`src/rtl/bsf_pkg.sv`:
```
package bsf_pkg;

    localparam int LANE_W = 8;

    typedef enum logic [1:0] {
        ST_IDLE,
        ST_RD,
        ST_WR
    } state_e;

    typedef enum logic [2:0] {
        CY_HOLD,
        CY_LOAD_RD,
        CY_LOAD_WR,
        CY_ADV_RD,
        CY_ADV_WR,
        CY_DESEL
    } cyc_e;

    // Low two address bits of a burst beat.
    function automatic logic [1:0] burst_lo(input logic [1:0] start,
                                            input logic [1:0] beat,
                                            input logic       il);
        return il ? (start ^ beat) : 2'(start + beat);
    endfunction

endpackage

```
`src/rtl/bsf_cycle_decode.sv`:
```
module bsf_cycle_decode
    import bsf_pkg::*;
#(
    parameter int LANES = 4
) (
    input  logic             strobe_rd_n,
    input  logic             strobe_rw_n,
    input  logic             sel_n,
    input  logic             sel_hi,
    input  logic             sel_lo_n,
    input  logic             adv_n,
    input  logic             wr_all_n,
    input  logic [LANES-1:0] wr_lane_n,
    input  logic             burst_active,
    output cyc_e             kind,
    output logic [LANES-1:0] lane_en
);

    logic all_sel;
    logic wr_any;

    always_comb begin
        all_sel = !sel_n && sel_hi && !sel_lo_n;
        lane_en = wr_all_n ? ~wr_lane_n : {LANES{1'b1}};
        wr_any  = |lane_en;
        if (!sel_n && !strobe_rd_n) begin
            kind = all_sel ? CY_LOAD_RD : CY_DESEL;
        end else if (!strobe_rw_n) begin
            if (sel_n || !all_sel) begin
                kind = CY_DESEL;
            end else begin
                kind = wr_any ? CY_LOAD_WR : CY_LOAD_RD;
            end
        end else if (!adv_n && burst_active) begin
            kind = wr_any ? CY_ADV_WR : CY_ADV_RD;
        end else begin
            kind = CY_HOLD;
        end
    end

endmodule

```
`src/rtl/bsf_burst_addr.sv`:
```
module bsf_burst_addr
    import bsf_pkg::*;
#(
    parameter int AW = 4
) (
    input  logic          clk,
    input  logic          rst_n,
    input  cyc_e          kind,
    input  logic [AW-1:0] ext_addr,
    input  logic          order_il,
    output logic [AW-1:0] cur_addr,
    output logic [AW-1:0] nxt_addr
);

    logic [AW-1:0] base_q;
    logic [1:0]    beat_q;
    logic [1:0]    beat_nxt;
    logic          do_load;
    logic          do_adv;

    always_comb begin
        do_load  = (kind == CY_LOAD_RD) || (kind == CY_LOAD_WR);
        do_adv   = (kind == CY_ADV_RD) || (kind == CY_ADV_WR);
        beat_nxt = 2'(beat_q + 2'd1);
        cur_addr = base_q;
        cur_addr[1:0] = burst_lo(base_q[1:0], beat_q, order_il);
        if (do_load) begin
            nxt_addr = ext_addr;
        end else if (do_adv) begin
            nxt_addr = base_q;
            nxt_addr[1:0] = burst_lo(base_q[1:0], beat_nxt, order_il);
        end else begin
            nxt_addr = cur_addr;
        end
    end

    always_ff @(posedge clk or negedge rst_n) begin
        if (!rst_n) begin
            base_q <= '0;
            beat_q <= '0;
        end else if (do_load) begin
            base_q <= ext_addr;
            beat_q <= '0;
        end else if (do_adv) begin
            beat_q <= beat_nxt;
        end
    end

endmodule

```
`src/rtl/bsf_lane_array.sv`:
```
module bsf_lane_array
    import bsf_pkg::*;
#(
    parameter int AW    = 4,
    parameter int LANES = 4
) (
    input  logic                    clk,
    input  logic                    we,
    input  logic [LANES-1:0]        lane_en,
    input  logic [AW-1:0]           waddr,
    input  logic [LANES*LANE_W-1:0] wdata,
    input  logic [AW-1:0]           raddr,
    output logic [LANES*LANE_W-1:0] rdata
);

    localparam int DEPTH = 1 << AW;

    for (genvar g = 0; g < LANES; g++) begin : g_lane
        logic [LANE_W-1:0] cells [DEPTH];

        always_ff @(posedge clk) begin
            if (we && lane_en[g]) begin
                cells[waddr] <= wdata[g*LANE_W +: LANE_W];
            end
        end

        assign rdata[g*LANE_W +: LANE_W] = cells[raddr];
    end

endmodule

```
`src/rtl/bsf_read_pipe.sv`:
```
module bsf_read_pipe #(
    parameter int DW = 32
) (
    input  logic          clk,
    input  logic          rst_n,
    input  logic          own_in,
    input  logic [DW-1:0] word_in,
    output logic          oe_o,
    output logic [DW-1:0] rdata_o
);

    logic          s1_own;
    logic [DW-1:0] s1_word;

    always_ff @(posedge clk or negedge rst_n) begin
        if (!rst_n) begin
            s1_own  <= 1'b0;
            s1_word <= '0;
            oe_o    <= 1'b0;
            rdata_o <= '0;
        end else begin
            s1_own  <= own_in;
            s1_word <= word_in;
            oe_o    <= s1_own;
            rdata_o <= s1_own ? s1_word : '0;
        end
    end

endmodule

```
`src/rtl/burst_sram_front.sv`:
```
module burst_sram_front
    import bsf_pkg::*;
#(
    parameter int AW    = 4,
    parameter int LANES = 4
) (
    input  logic                    clk,
    input  logic                    rst_n,
    input  logic [AW-1:0]           addr_i,
    input  logic                    strobe_rd_n,
    input  logic                    strobe_rw_n,
    input  logic                    sel_n,
    input  logic                    sel_hi,
    input  logic                    sel_lo_n,
    input  logic                    order_il,
    input  logic                    adv_n,
    input  logic                    wr_all_n,
    input  logic [LANES-1:0]        wr_lane_n,
    input  logic [LANES*LANE_W-1:0] wdata_i,
    output logic [LANES*LANE_W-1:0] rdata_o,
    output logic                    oe_o
);

    localparam int DW = LANES * LANE_W;

    state_e           state_q;
    state_e           state_d;
    cyc_e             kind;
    logic [LANES-1:0] lane_en;
    logic [AW-1:0]    cur_addr;
    logic [AW-1:0]    nxt_addr;
    logic [DW-1:0]    arr_word;
    logic             mem_we;
    logic             rd_own;
    logic             burst_active;

    assign burst_active = (state_q != ST_IDLE);

    bsf_cycle_decode #(.LANES(LANES)) u_decode (
        .strobe_rd_n  (strobe_rd_n),
        .strobe_rw_n  (strobe_rw_n),
        .sel_n        (sel_n),
        .sel_hi       (sel_hi),
        .sel_lo_n     (sel_lo_n),
        .adv_n        (adv_n),
        .wr_all_n     (wr_all_n),
        .wr_lane_n    (wr_lane_n),
        .burst_active (burst_active),
        .kind         (kind),
        .lane_en      (lane_en)
    );

    bsf_burst_addr #(.AW(AW)) u_addr (
        .clk      (clk),
        .rst_n    (rst_n),
        .kind     (kind),
        .ext_addr (addr_i),
        .order_il (order_il),
        .cur_addr (cur_addr),
        .nxt_addr (nxt_addr)
    );

    // Next-state process
    always_comb begin
        unique case (kind)
            CY_LOAD_RD, CY_ADV_RD: state_d = ST_RD;
            CY_LOAD_WR, CY_ADV_WR: state_d = ST_WR;
            CY_DESEL:              state_d = ST_IDLE;
            CY_HOLD:               state_d = state_q;
            default:               state_d = ST_IDLE;
        endcase
    end

    // State register
    always_ff @(posedge clk or negedge rst_n) begin
        if (!rst_n) begin
            state_q <= ST_IDLE;
        end else begin
            state_q <= state_d;
        end
    end

    // Output process
    always_comb begin
        mem_we = (kind == CY_LOAD_WR) || (kind == CY_ADV_WR);
        rd_own = (state_q == ST_RD);
    end

    bsf_lane_array #(.AW(AW), .LANES(LANES)) u_array (
        .clk     (clk),
        .we      (mem_we),
        .lane_en (lane_en),
        .waddr   (nxt_addr),
        .wdata   (wdata_i),
        .raddr   (cur_addr),
        .rdata   (arr_word)
    );

    bsf_read_pipe #(.DW(DW)) u_pipe (
        .clk     (clk),
        .rst_n   (rst_n),
        .own_in  (rd_own),
        .word_in (arr_word),
        .oe_o    (oe_o),
        .rdata_o (rdata_o)
    );

endmodule

```
`config.mk`:
```
export PLATFORM = sky130hd
export DESIGN_NAME = burst_sram_front
export DESIGN_NICKNAME = d
export VERILOG_FILES = /design/src/rtl/bsf_pkg.sv /design/src/rtl/bsf_cycle_decode.sv /design/src/rtl/bsf_burst_addr.sv /design/src/rtl/bsf_lane_array.sv /design/src/rtl/bsf_read_pipe.sv /design/src/rtl/burst_sram_front.sv
export SDC_FILE = /design/constraint.sdc
export NUM_CORES = 1
export LEC_CHECK = 0
export BUFFER_PORTS_ARGS = -buffer_cell sky130_fd_sc_hd__buf_4
export CAP_MARGIN = 20
export CORE_UTILIZATION = 30
export CTS_BUF_LIST = sky130_fd_sc_hd__clkbuf_8
export DETAILED_ROUTE_END_ITERATION = 6
export PLACE_DENSITY = 0.53
export SYNTH_ARGS = -nofsm -noshare
export SYNTH_HDL_FRONTEND = slang
export SYNTH_SLANG_ARGS = --single-unit
```
`constraint.sdc`:
```
create_clock -name clk -period 8.15 [get_ports clk]
set_input_delay 2.445 -clock clk [delete_from_list [all_inputs] [get_ports clk]]
set_output_delay 2.445 -clock clk [all_outputs]
set_load 0.05 [all_outputs]
```
==> summary.md <==
| Metric | Value |
|---|---|
| I/O Buffers | `82` |
| Total GRT Usage | `18.46%` |
| First-pass GRT wire length | `131.4 mm` |
| Status | `finished, violations left` |
| Top cells by area, synth | `edfxtp_1, nor3_1, dfrtp_1` |
| Postcts setup bufs | `0` |
| Starting Density | `30.26%` |
| Final setup violation count | `0` |
| H-tree depth | `3` |
| VDD IR max | `0.0001689 V` |
| Prevailing post-synth register cell | `edfxtp_1` |
| Max-slew violations | `0` |
| CP Capture Type | `flip-flop` |
| Die height | `306.1 µm` |
| Seq/Total Area, Yosys | `62.11%` |
| CP Data Required Time | `8.78 ns` |
| Initial antenna violation count | `9` |
| Largest net degree at the start of global routing | `214` |
| Die X | `306.1 µm` |
| Setup TNS | `0 ns` |
| Post-synth top area cell | `edfxtp_1` |
| Power Dens Cells | `253.1 mW/mm²` |
| Lkg Pwr | `0.01072 µW` |
| Yosys reg bits | `586` |
| Area share of the largest cell type after synthesis | `55.43%` |
| Worst-margin pin slew | `1.165 ns` |
| Row count | `111` |
| Post-DP HPWL | `52.11 mm` |
| DRT Pass-1 Iters | `7` |
| Worst hold path class | `reg -> reg` |
| Multi-input logic area | `0.009791 mm²` |
| Total Wirelength | `87.93 mm` |
| WP data arrival | `5.65 ns` |
| Distinct cells, synth | `48` |
| Vias per cell | `5.717` |
| Worst-path clk slew | `0.06 ns` |
| Vias | `20,804` |
| Post-CTS Resized | `0` |
| Avg Inst Size Synth | `11.79 µm²` |
| Most numerous cell in the Yosys netlist | `edfxtp_1` |
| Number of enable flip-flop cells after synthesis | `512` |
| Top Ports | `83` |
| Syn_nets | `2,404` |
| Layout Skew | `0.02814 ns` |
| Hold-fix buffers, CTS | `0` |
| Fmax | `0.1990 GHz` |
| Post-synth top cells | `edfxtp_1, nor3_1, nand2_1, clkbuf_1, a21oi_1` |
| Ys async rst share | `12.63%` |
| Startpoint Class | `input port` |
| Clk Latency, worst-skew pair | `0.71 ns` |
| Synthesized area | `0.02774 mm²` |
| Gr ovfl total | `0` |
| Number of remaining DRC errors | `2` |
| Share of cells above drive strength 1 | `15.91%` |
| Ys Warns | `0` |
| Nets | `2,420` |
| Die ar. | `0.09368 mm²` |
| Final period util | `61.66%` |
| Layout fillers | `8,871` |
| Total of max-cap violations | `0` |
| Critical path class | `in -> reg` |
| Area added between synthesis and finish | `14.41%` |
| Clock Path Buffers | `3` |
| Sequential Area | `0.01723 mm²` |
| RSZ-0062 raised after global routing | `no` |
| TritonCTS buffer count | `96` |
| Max_slew headroom | `22.35%` |
| Failing checks | `DRC` |
| Number of global-route vias before repair | `20,127` |
| Hold Violations, Final | `0` |
| Per-cell routed wire length | `24.16 µm` |
| CTS Sinks | `586` |
| Final Worst Setup Slack | `3.125 ns` |
| Final min period | `5.025 ns` |
| Crit path max fanout | `185` |
| Global placer's final weighted congestion | `0.8381` |
| Root Driver | `clkbuf_8` |
| Core Area | `0.09166 mm²` |
| Detailed Route Iter0 Violations | `2,144` |
| Post-DRT Antenna Nets | `0` |
| Gate Count Post-Synth | `2,352` |
| CTS tree | `done` |
| Pre-CTS WS | `2.431 ns` |
-- cell usage in the layout, fill, tap and decap left out, types with 33 or more instances in the layout --
| cell | count |
|---|---|
| dfrtp_1 | 74 |
| mux2_2 | 64 |
| buf_4 | 137 |
| o221ai_1 | 66 |
| clkbuf_8 | 109 |
| edfxtp_1 | 512 |
| nand2_1 | 282 |
| nand4_1 | 34 |
| and2_1 | 33 |
| o31ai_1 | 127 |
| o21ai_0 | 66 |
| a311oi_1 | 128 |
| mux2i_1 | 102 |
| nor3_1 | 396 |
| a21oi_1 | 137 |
-- flip-flops by register name, indices dropped and copies added (netlist names) --
register and count:
u_pipe.oe_o 1, u_array.g_lane.cells 512, state_q 2, u_pipe.s1_own 1, u_addr.base_q 4, u_pipe.s1_word 32
u_pipe.rdata_o 32, u_addr.beat_q 2
-- power by group --
part	internal [µW]	switching, µW	leakage (µW)
registers	3370	112	0.00556
clock network	1420	1220	0.00110
logic	641	1260	0.00406
total	5430	2600	0.0107
-- logic make-up (layout without fill, tap and decap cells) --
family	count (synthesis)	after routing	synth area share (%)
buf+inv	234	333	3.505
xor+xnor	4	4	0.1263
flops	586	586	62.11
mux	166	166	6.279
simple gates	819	819	14.09
other cells	0	2	0
compound gates	541	541	13.80
fa+ha+maj	2	2	0.09021
-- layout make-up --
type	instances	share of cell area, %
antenna	2	0.01577
clock buffer	109	4.728
clock inverter	72	1.483
inverter	4	0.05520
multi-input combinational	1532	30.85
sequential	586	54.29
tap	1186	4.676
timing repair buffer	148	3.903
-- worst max-delay path, stage by stage --
cell      delay [ns]
buf_4           0.13
nor2b_4         0.09
buf_4           0.47
buf_12          0.59
buf_4           0.82
nand2_1         0.13
a311oi_1        0.30
o221ai_1        0.28
nand4_1         0.19
-- final timing paths --
kind                                         startpoint                                 endpoint  slack, ns  cells past startpoint
setup / recovery                               order_il             u_pipe.s1_word[14]$_DFF_PN0_       3.12                      9
hold / removal             u_pipe.s1_word[29]$_DFF_PN0_             u_pipe.rdata_o[29]$_DFF_PN0_       0.45                      1
setup reg to reg           u_addr.beat_q[0]$_DFFE_PN0P_  u_array.g_lane[1].cells[4][0]$_DFFE_PP_       3.90                      7
hold reg to reg            u_pipe.s1_word[29]$_DFF_PN0_             u_pipe.rdata_o[29]$_DFF_PN0_       0.45                      1
max in group asynchronous                         rst_n             u_pipe.s1_word[12]$_DFF_PN0_       5.85                      2
min in group asynchronous                         rst_n             u_pipe.rdata_o[17]$_DFF_PN0_       1.67                      1
-- metal layers --
layer  share of wire (%)  GRT usage (%)
met1                  44          26.04
met2                  46          28.87
met5               0.027              0
met4                 2.2          5.663
met3                 8.0          3.180
-- through the flow --
step	hold WS, ns	util [%]	instances	cell area, µm²	total power, µW
finish	0.4529	34.62	3639	31730	8030
global route	0.4812	34.62	3638	31730	8387
CTS	0.4573	34.45	3622	31580	8068
detailed placement	0.4451	32.30	3441	29600	5422
global placement	0.4491	32.27	3438	29580	5377
floorplan	0.4125	-	2352	27740	4788
(Power assumes the default switching activity.)
